**src/rtl/trace_ro_pkg.sv**
```systemverilog
package trace_ro_pkg;

  typedef enum logic [2:0] {
    RD_NONE,
    RD_BLOCKED,
    RD_PEEK_HIGH,
    RD_HOLD,
    RD_PROFILE,
    RD_SHIFT
  } rd_action_e;

  // Next ring position, wrapping at depth.
  function automatic int unsigned ring_next(input int unsigned pos, input int unsigned depth);
    return (pos + 1 == depth) ? 0 : pos + 1;
  endfunction

  // Count step that stops at its limit.
  function automatic int unsigned count_step(input int unsigned cnt, input int unsigned limit);
    return (cnt >= limit) ? limit : cnt + 1;
  endfunction

endpackage

```
**src/rtl/trace_rd_decode.sv**
```systemverilog
module trace_rd_decode
  import trace_ro_pkg::*;
(
  input  logic       rd_en,
  input  logic       rd_high,
  input  logic       dbg_en,
  input  logic       arm,
  input  logic       armed_flag,
  input  logic       prof_mode,
  output rd_action_e action
);
  always_comb begin
    if (!rd_en)                 action = RD_NONE;
    else if (!dbg_en)           action = RD_BLOCKED;
    else if (rd_high)           action = RD_PEEK_HIGH;
    else if (arm || armed_flag) action = RD_HOLD;
    else if (prof_mode)         action = RD_PROFILE;
    else                        action = RD_SHIFT;
  end
endmodule

```
**src/rtl/trace_ptr_ctrl.sv**
```systemverilog
module trace_ptr_ctrl
  import trace_ro_pkg::*;
#(
  parameter int unsigned DEPTH = 8,
  localparam int unsigned AW = $clog2(DEPTH),
  localparam int unsigned CW = $clog2(DEPTH + 1)
) (
  input  logic          clk,
  input  logic          rst_n,
  input  logic          clear,
  input  logic          push,
  input  logic          advance,
  output logic [AW-1:0] wr_ptr,
  output logic [AW-1:0] rd_ptr,
  output logic [CW-1:0] count,
  output logic          full
);
  assign full = (count == CW'(DEPTH));

  always_ff @(posedge clk or negedge rst_n) begin
    if (!rst_n) begin
      wr_ptr <= '0;
      rd_ptr <= '0;
      count  <= '0;
    end else if (clear) begin
      wr_ptr <= '0;
      rd_ptr <= '0;
      count  <= '0;
    end else begin
      if (push) begin
        wr_ptr <= AW'(ring_next(int'(wr_ptr), DEPTH));
        count  <= CW'(count_step(int'(count), DEPTH));
        if (full) rd_ptr <= AW'(ring_next(int'(rd_ptr), DEPTH));
      end
      if (advance) begin
        rd_ptr <= AW'(ring_next(int'(rd_ptr), DEPTH));
      end
    end
  end
endmodule

```
**src/rtl/trace_store.sv**
```systemverilog
module trace_store #(
  parameter int unsigned DEPTH  = 8,
  parameter int unsigned WORD_W = 16,
  localparam int unsigned AW = $clog2(DEPTH)
) (
  input  logic              clk,
  input  logic              rst_n,
  input  logic              we,
  input  logic [AW-1:0]     waddr,
  input  logic [WORD_W-1:0] wdata,
  input  logic [AW-1:0]     raddr,
  output logic [WORD_W-1:0] rword
);
  logic [WORD_W-1:0] slots [DEPTH];

  always_ff @(posedge clk or negedge rst_n) begin
    if (!rst_n) begin
      for (int i = 0; i < int'(DEPTH); i++) slots[i] <= '0;
    end else if (we) begin
      slots[waddr] <= wdata;
    end
  end

  assign rword = slots[raddr];
endmodule

```
**src/rtl/trace_readout_ctrl.sv**
```systemverilog
module trace_readout_ctrl
  import trace_ro_pkg::*;
#(
  parameter int unsigned DEPTH  = 8,
  parameter int unsigned WORD_W = 16,
  localparam int unsigned HALF_W = WORD_W / 2,
  localparam int unsigned AW = $clog2(DEPTH),
  localparam int unsigned CW = $clog2(DEPTH + 1)
) (
  input  logic              clk,
  input  logic              rst_n,
  input  logic              dbg_en,
  input  logic              arm,
  input  logic              armed_flag,
  input  logic              event_mode,
  input  logic              prof_mode,
  input  logic              cap_valid,
  input  logic [WORD_W-1:0] cap_word,
  input  logic [WORD_W-1:0] pc_addr,
  input  logic              rd_en,
  input  logic              rd_high,
  output logic [HALF_W-1:0] rd_data,
  output logic [CW-1:0]     word_count
);
  // Named internal events, brought out for the checker.
  logic              arm_q;
  logic              arm_start;
  logic              cap_take;
  logic              rd_shift;
  logic              prof_store;
  logic              buf_full;
  rd_action_e        action;
  logic [AW-1:0]     wr_ptr;
  logic [AW-1:0]     rd_ptr;
  logic [WORD_W-1:0] head_word;
  logic [WORD_W-1:0] cap_entry;
  logic              st_we;
  logic [AW-1:0]     st_waddr;
  logic [WORD_W-1:0] st_wdata;

  always_ff @(posedge clk or negedge rst_n) begin
    if (!rst_n) arm_q <= 1'b0;
    else        arm_q <= arm;
  end

  assign arm_start  = arm && !arm_q;
  assign cap_take   = cap_valid && dbg_en && arm && !arm_start;
  assign cap_entry  = event_mode ? {{(WORD_W-HALF_W){1'b0}}, cap_word[HALF_W-1:0]} : cap_word;
  assign rd_shift   = (action == RD_SHIFT);
  assign prof_store = (action == RD_PROFILE);

  assign st_we    = cap_take || prof_store;
  assign st_waddr = cap_take ? wr_ptr : rd_ptr;
  assign st_wdata = cap_take ? cap_entry : pc_addr;

  trace_rd_decode u_decode (
    .rd_en      (rd_en),
    .rd_high    (rd_high),
    .dbg_en     (dbg_en),
    .arm        (arm),
    .armed_flag (armed_flag),
    .prof_mode  (prof_mode),
    .action     (action)
  );

  trace_ptr_ctrl #(.DEPTH(DEPTH)) u_ptrs (
    .clk     (clk),
    .rst_n   (rst_n),
    .clear   (arm_start),
    .push    (cap_take),
    .advance (rd_shift),
    .wr_ptr  (wr_ptr),
    .rd_ptr  (rd_ptr),
    .count   (word_count),
    .full    (buf_full)
  );

  trace_store #(.DEPTH(DEPTH), .WORD_W(WORD_W)) u_store (
    .clk   (clk),
    .rst_n (rst_n),
    .we    (st_we),
    .waddr (st_waddr),
    .wdata (st_wdata),
    .raddr (rd_ptr),
    .rword (head_word)
  );

  always_ff @(posedge clk or negedge rst_n) begin
    if (!rst_n) begin
      rd_data <= '0;
    end else begin
      case (action)
        RD_NONE:      rd_data <= rd_data;
        RD_BLOCKED:   rd_data <= '0;
        RD_PEEK_HIGH: rd_data <= head_word[WORD_W-1:HALF_W];
        default:      rd_data <= head_word[HALF_W-1:0];
      endcase
    end
  end
endmodule

```
**config.mk**
```make
export PLATFORM = sky130hd
export DESIGN_NAME = trace_readout_ctrl
export DESIGN_NICKNAME = d
export VERILOG_FILES = /design/src/rtl/trace_ro_pkg.sv /design/src/rtl/trace_rd_decode.sv /design/src/rtl/trace_ptr_ctrl.sv /design/src/rtl/trace_store.sv /design/src/rtl/trace_readout_ctrl.sv
export SDC_FILE = /design/constraint.sdc
export NUM_CORES = 1
export LEC_CHECK = 0
export BUFFER_PORTS_ARGS = -buffer_cell sky130_fd_sc_hd__buf_4
export CORE_ASPECT_RATIO = 0.7
export CORE_MARGIN = 2
export CORE_UTILIZATION = 50
export CTS_CLUSTER_SIZE = 10
export DETAILED_ROUTE_END_ITERATION = 6
export PLACE_DENSITY = 0.76
export SLEW_MARGIN = 20
export SYNTH_ARGS = -nofsm -noshare
export SYNTH_HDL_FRONTEND = slang
export SYNTH_SLANG_ARGS = --single-unit
```
**constraint.sdc**
```tcl
create_clock -name clk -period 2 [get_ports clk]
set_input_delay 0.1 -clock clk [delete_from_list [all_inputs] [get_ports clk]]
set_output_delay 0.1 -clock clk [all_outputs]
set_load 0.05 [all_outputs]
```
# Yosys cells after proc, flatten, opt, wreduce, memory -nomap -nowiden
# Index checks and enable logic that the tools add are counted.
# W data, S select, Z words.
# word_totals
register_bits,147
input_bits,42
out_inout_bits,12
wordCells,69
# classes
addsub,3
n_lt_le_gt_ge,4
n_eq_ne,7
mux,26
bitwise_logic,2
n_reduce_logical,14
# ops
op,n
$bwmux W128,1
$mux W16,5
$bmux W16 S3,1
$demux W16 S3,1
$mux W3,13
$pmux W8 S3,1
$eq A4 B4 Y1 const B,3
$ge A4 B4 Y1 const B,3
$mux W4,3
$add A3 B1 Y4 const B,2
$not A3 Y4,2
$eq A3 B3 Y1 const B,2
$reduce_bool A3 Y1,2
$logic_and A1 B1 Y1,5
$add A4 B1 Y4 const B,1
$lt A4 B1 Y1 const B,1
$eq A3 B1 Y1 const B,1
$eq A3 B2 Y1 const B,1
$logic_not A3 Y1,1
$logic_not A1 Y1,2
$logic_or A1 B1 Y1,2
$reduce_and A2 Y1,1
$reduce_bool A2 Y1,1
$mux W1,1

# Logic depth before layout (Yosys ltp)
# logic_depth
depth_word,11
ltp_mapped,8

# Cells and area by module
# From an unflattened synthesis, not the netlist that was laid out.
# unflattened
hier_cells,466
area_unflattened_um2,7352.1
# modules_own_cells
mod,n_inst,cells_each,area_each_um2,seq_area_each_um2
trace_store,1,336,5929.4,3203.1
trace_readout_ctrl,1,66,804.5,225.2
trace_ptr_ctrl,1,57,581.8,250.2
trace_rd_decode,1,7,36.3,0.0

# Worst setup path before layout
# OpenSTA, ideal clock, no wires.
# synth_path
kind,register -> register
start,reg u_ptrs.rd_ptr[2]
end,reg u_store.slots[79] (netlist bit)
setup_ps,123
t_arrival_ps,1901
required_time_ps,1877
setup_slack_ps,-24
stages_incl_launch_ff,8
path_buffers,4
period_less_slack_ps,2024
path_cell_list,dfrtp_1 -> buf_2 -> nand2b_1 -> clkbuf_1 -> or4_1 -> clkbuf_1 -> clkbuf_1 -> o221a_2
# synth_via
elab_chain_len,7
# synth_lines
element,line,source
start: declaration,trace_ptr_ctrl.sv:14,"output logic [AW-1:0] rd_ptr,"
start signal: assignment,trace_ptr_ctrl.sv:33,"if (full) rd_ptr <= AW'(ring_next(int'(rd_ptr), DEPTH));"
start signal: assignment,trace_ptr_ctrl.sv:36,"rd_ptr <= AW'(ring_next(int'(rd_ptr), DEPTH));"
$mux W3 (*),trace_readout_ctrl.sv:53,assign st_waddr = cap_take ? wr_ptr : rd_ptr;
$not A3 Y4 (implied by the code) (*),trace_store.sv:20,slots[waddr] <= wdata;
$ge A4 B4 Y1 (implied by the code) or $lt A4 B1 Y1 (tied branches),trace_store.sv:20,
$logic_and A1 B1 Y1 (implied by the code),trace_store.sv:20,
$mux W16 (implied by the code),trace_store.sv:20,
$demux W16 S3 (*),trace_store.sv:20,
$bwmux W128 (*),trace_store.sv:20,
end signal: indexed assignment,trace_store.sv:20,
end: declaration,trace_store.sv:14,logic [WORD_W-1:0] slots [DEPTH];
# Every way passes the cells marked *; elsewhere a longest branch is shown, timed or not.
# A chain may end at the register's enable or synchronous reset.

# Worst setup path in the final report
# layout_path
start,reg u_ptrs.wr_ptr[1]
end,reg u_store.slots[96] (netlist bit)
# layout_via
elab_chain_len,7
# layout_lines
element,line,source
start: declaration,trace_ptr_ctrl.sv:13,"output logic [AW-1:0] wr_ptr,"
start signal: assignment,trace_ptr_ctrl.sv:31,"wr_ptr <= AW'(ring_next(int'(wr_ptr), DEPTH));"
$mux W3 (*),trace_readout_ctrl.sv:53,
$not A3 Y4 (implied by the code) (*),trace_store.sv:20,
$ge A4 B4 Y1 (implied by the code) or $lt A4 B1 Y1 (tied branches),trace_store.sv:20,
$logic_and A1 B1 Y1 (implied by the code),trace_store.sv:20,
$mux W16 (implied by the code),trace_store.sv:20,
$demux W16 S3 (*),trace_store.sv:20,
$bwmux W128 (*),trace_store.sv:20,
# Marked as above.

==> results.toml <==
[status]
outcome = "finished clean"

[detailed_routing]
wl_per_cell_um = 24.20
routed_wl_mm = 24.56
drt-initial-drc-count = 887
drt_pass1_iterations = 6
drc = 0
viasPerCell = 6.578
vias = 6677
ant_nets = 0

[logic_synthesis]
yosysSeqAreaShare_pct = 47.93
yosysMostFrequentCell = "dfrtp_1"
synth_commonest_cells = "dfrtp_1, inv_1, o22ai_1"
yosysWarnings = 0
synth.area.top_cells = "dfrtp_1, o221a_2, o22ai_1"
syn_nets = 807
ys.flop_type = "dfrtp_1"
syn_inst = 761
yosys.area.top_type_share_pct = 47.93
synth_area_um2 = 7675
async_flop_share_pct = 100.0
synth_cell_types = 44
synth_edf_count = 0
synth-seq-cells = 147
avgSynthCellArea_um2 = 10.09
synth.largest_area_cell = "dfrtp_1"

[critical_path]
critPathKind = "flip-flop to flip-flop"
cp-start-kind = "flip-flop"
crit_chain = "nand2b_1, or3_1, and2_1, a21oi_1"
cpMaxStageDelayCell = "or3_1"
required_ns = 2.34
cpPeakStageDelay_ns = 0.51
critPathMaxFanout = 11
worstPathArrival_ns = 2.21
end_kind = "flip-flop"

[timing]
tightest_slew_ns = 0.5296
finalSetupViolCount = 0
final-hold-violation-count = 0
period_share_pct = 93.68
drv_slew = 0
fmax_mhz = 533.7
min_period_ns = 1.874
slew_headroom_pct = 64.62
setup_tns_ns = 0
fin_hold_ws_ns = 0.01140
fin_worst_skew_ns = 0.007151
rsz0062_at_grt = "no"

[finish]
layout.nets = 853
n_antenna_cell = 0
area_delta_synth_final_pct = 17.30
stdcell_area_um2 = 9002
instances_no_fill = 1015
drive_gt1_share_pct = 30.61
fill_cells = 1177

[floorplanning]
core-area_um2 = 14860
ios = 54
start_util_pct = 51.65
row_count = 37
die_w_um = 152.1
die_h_um = 107.7
dieArea_um2 = 16370

[global_route]
grt_max_degree = 56
track_usage_pct = 30.72
grt_overflow = 0
grt_pass1_wl_mm = 38.23
grt_pass1_vias = 6767
antenna_found_initial = 0

[place]
port_buffers = 53
gp_congestion = 0.9668
dpl.hpwl_mm = 17.08
placed_cells = 980
place_area_um2 = 8417

[run]
maxCapViolCount = 0

[clock_tree]
clkSinkCount = 147
cts-htree-levels = 4
cts_tree = "yes"
worstSkewPairLatency_ns = 0.43
root_buffer = "clkbuf_16"
clkTransAtPathRegs_ns = 0.07
cts_buffers = 17
clk_path_buf_depth = 2

[pwr]
power.leakage_nw = 4.093
ir_worst_vdd_mv = 0.5028
p_per_area_nw_per_um2 = 1100
power_mw = 9.902

[min_path]
holdCritPathClass = "input port to flip-flop"
[path summary, 6_finish.rpt]
kind                       slack [ns]              start                end  cells past startpoint
setup reg to reg                 0.13   u_ptrs.wr_ptr[1]  u_store.slots[96]                      4
hold reg to reg                  0.51  u_store.slots[55]  u_store.slots[55]                      2
hold / removal                   0.01        pc_addr[10]  u_store.slots[10]                      3
setup / recovery                 0.13   u_ptrs.wr_ptr[1]  u_store.slots[96]                      4
min in group asynchronous        0.15              rst_n   u_ptrs.wr_ptr[1]                      2
max in group asynchronous        1.12              rst_n  u_store.slots[86]                      3
[layer usage]
layer,global-route usage (%),wire [µm]
met2,43.76,10430
met1,43.23,10160
met4,10.48,518
met5,1.587,0
met3,11.35,3455
[per-stage QoR]
step	util [%]	worst slack [ns]
3_3_place_gp	56.64	0.06673
5_1_grt	60.58	0.05421
4_1_cts	60.47	0.06913
3_5_place_dp	56.64	0.05989
2_1_floorplan	-	0.01075
6_report	60.58	0.1263
[layout make-up]
| type | instances | area [µm²] | area share, % |
|---|---|---|---|
| Sequential cell | 147 | 3680 | 40.88 |
| Inverter | 85 | 319.1 | 3.544 |
| Tap cell | 195 | 244.0 | 2.710 |
| Clock inverter | 15 | 123.9 | 1.376 |
| Clock buffer | 17 | 425.4 | 4.726 |
| Multi-Input combinational cell | 448 | 3341 | 37.11 |
| Timing Repair Buffer | 108 | 869.6 | 9.659 |
[layout by cell type (no fill, tap or decap), drive strengths merged, types with 11 or more instances in the layout]
master / count
nand2b: 14
nor2: 16
or3: 11
buf: 106
nand2: 73
o221a: 56
a21oi: 65
mux4: 16
mux2: 33
o22ai: 80
dfrtp: 147
clkbuf: 17
mux2i: 11
inv: 91
[power breakdown]
part | switching [mW] | total (mW) | internal (mW)
clock | 1.40 | 3.01 | 1.62
combinational | 1.45 | 2.90 | 1.45
sequential | 0.431 | 3.99 | 3.56
total | 3.28 | 9.90 | 6.62
[repair_timing]
item,4_1_cts,5_1_grt
endpoints found under the setup margin,0,46
gates resized for setup,0,5
endpoints found under the hold margin,51,0
hold buffers,2,0
setup buffers,0,1
[critical path: cells and delay by family, from the launching register on]
family	cells	cell delay, ns
AOI/OAI and AO/OA	1	0.22
DFF	1	0.50
and+or+nand+nor	3	1.06
[state kept, by name (all words and copies together), names as in the netlist]
register,count
u_ptrs.count,4
arm_q,1
u_store.slots,128
u_ptrs.wr_ptr,3
rd_data,8
u_ptrs.rd_ptr,3
[cell families (layout without fill, tap and decap cells)]
family                     Yosys count  in the layout  synth area share, %
buffers and inverters              166            225                8.640
adders and majority gates            4              4               0.6521
DFF                                147            147                47.93
and+or+nand+nor                    157            157                10.16
AOI/OAI and AO/OA                  227            227                21.65
muxes                               60             60                10.97
(Power assumes the default switching activity.)
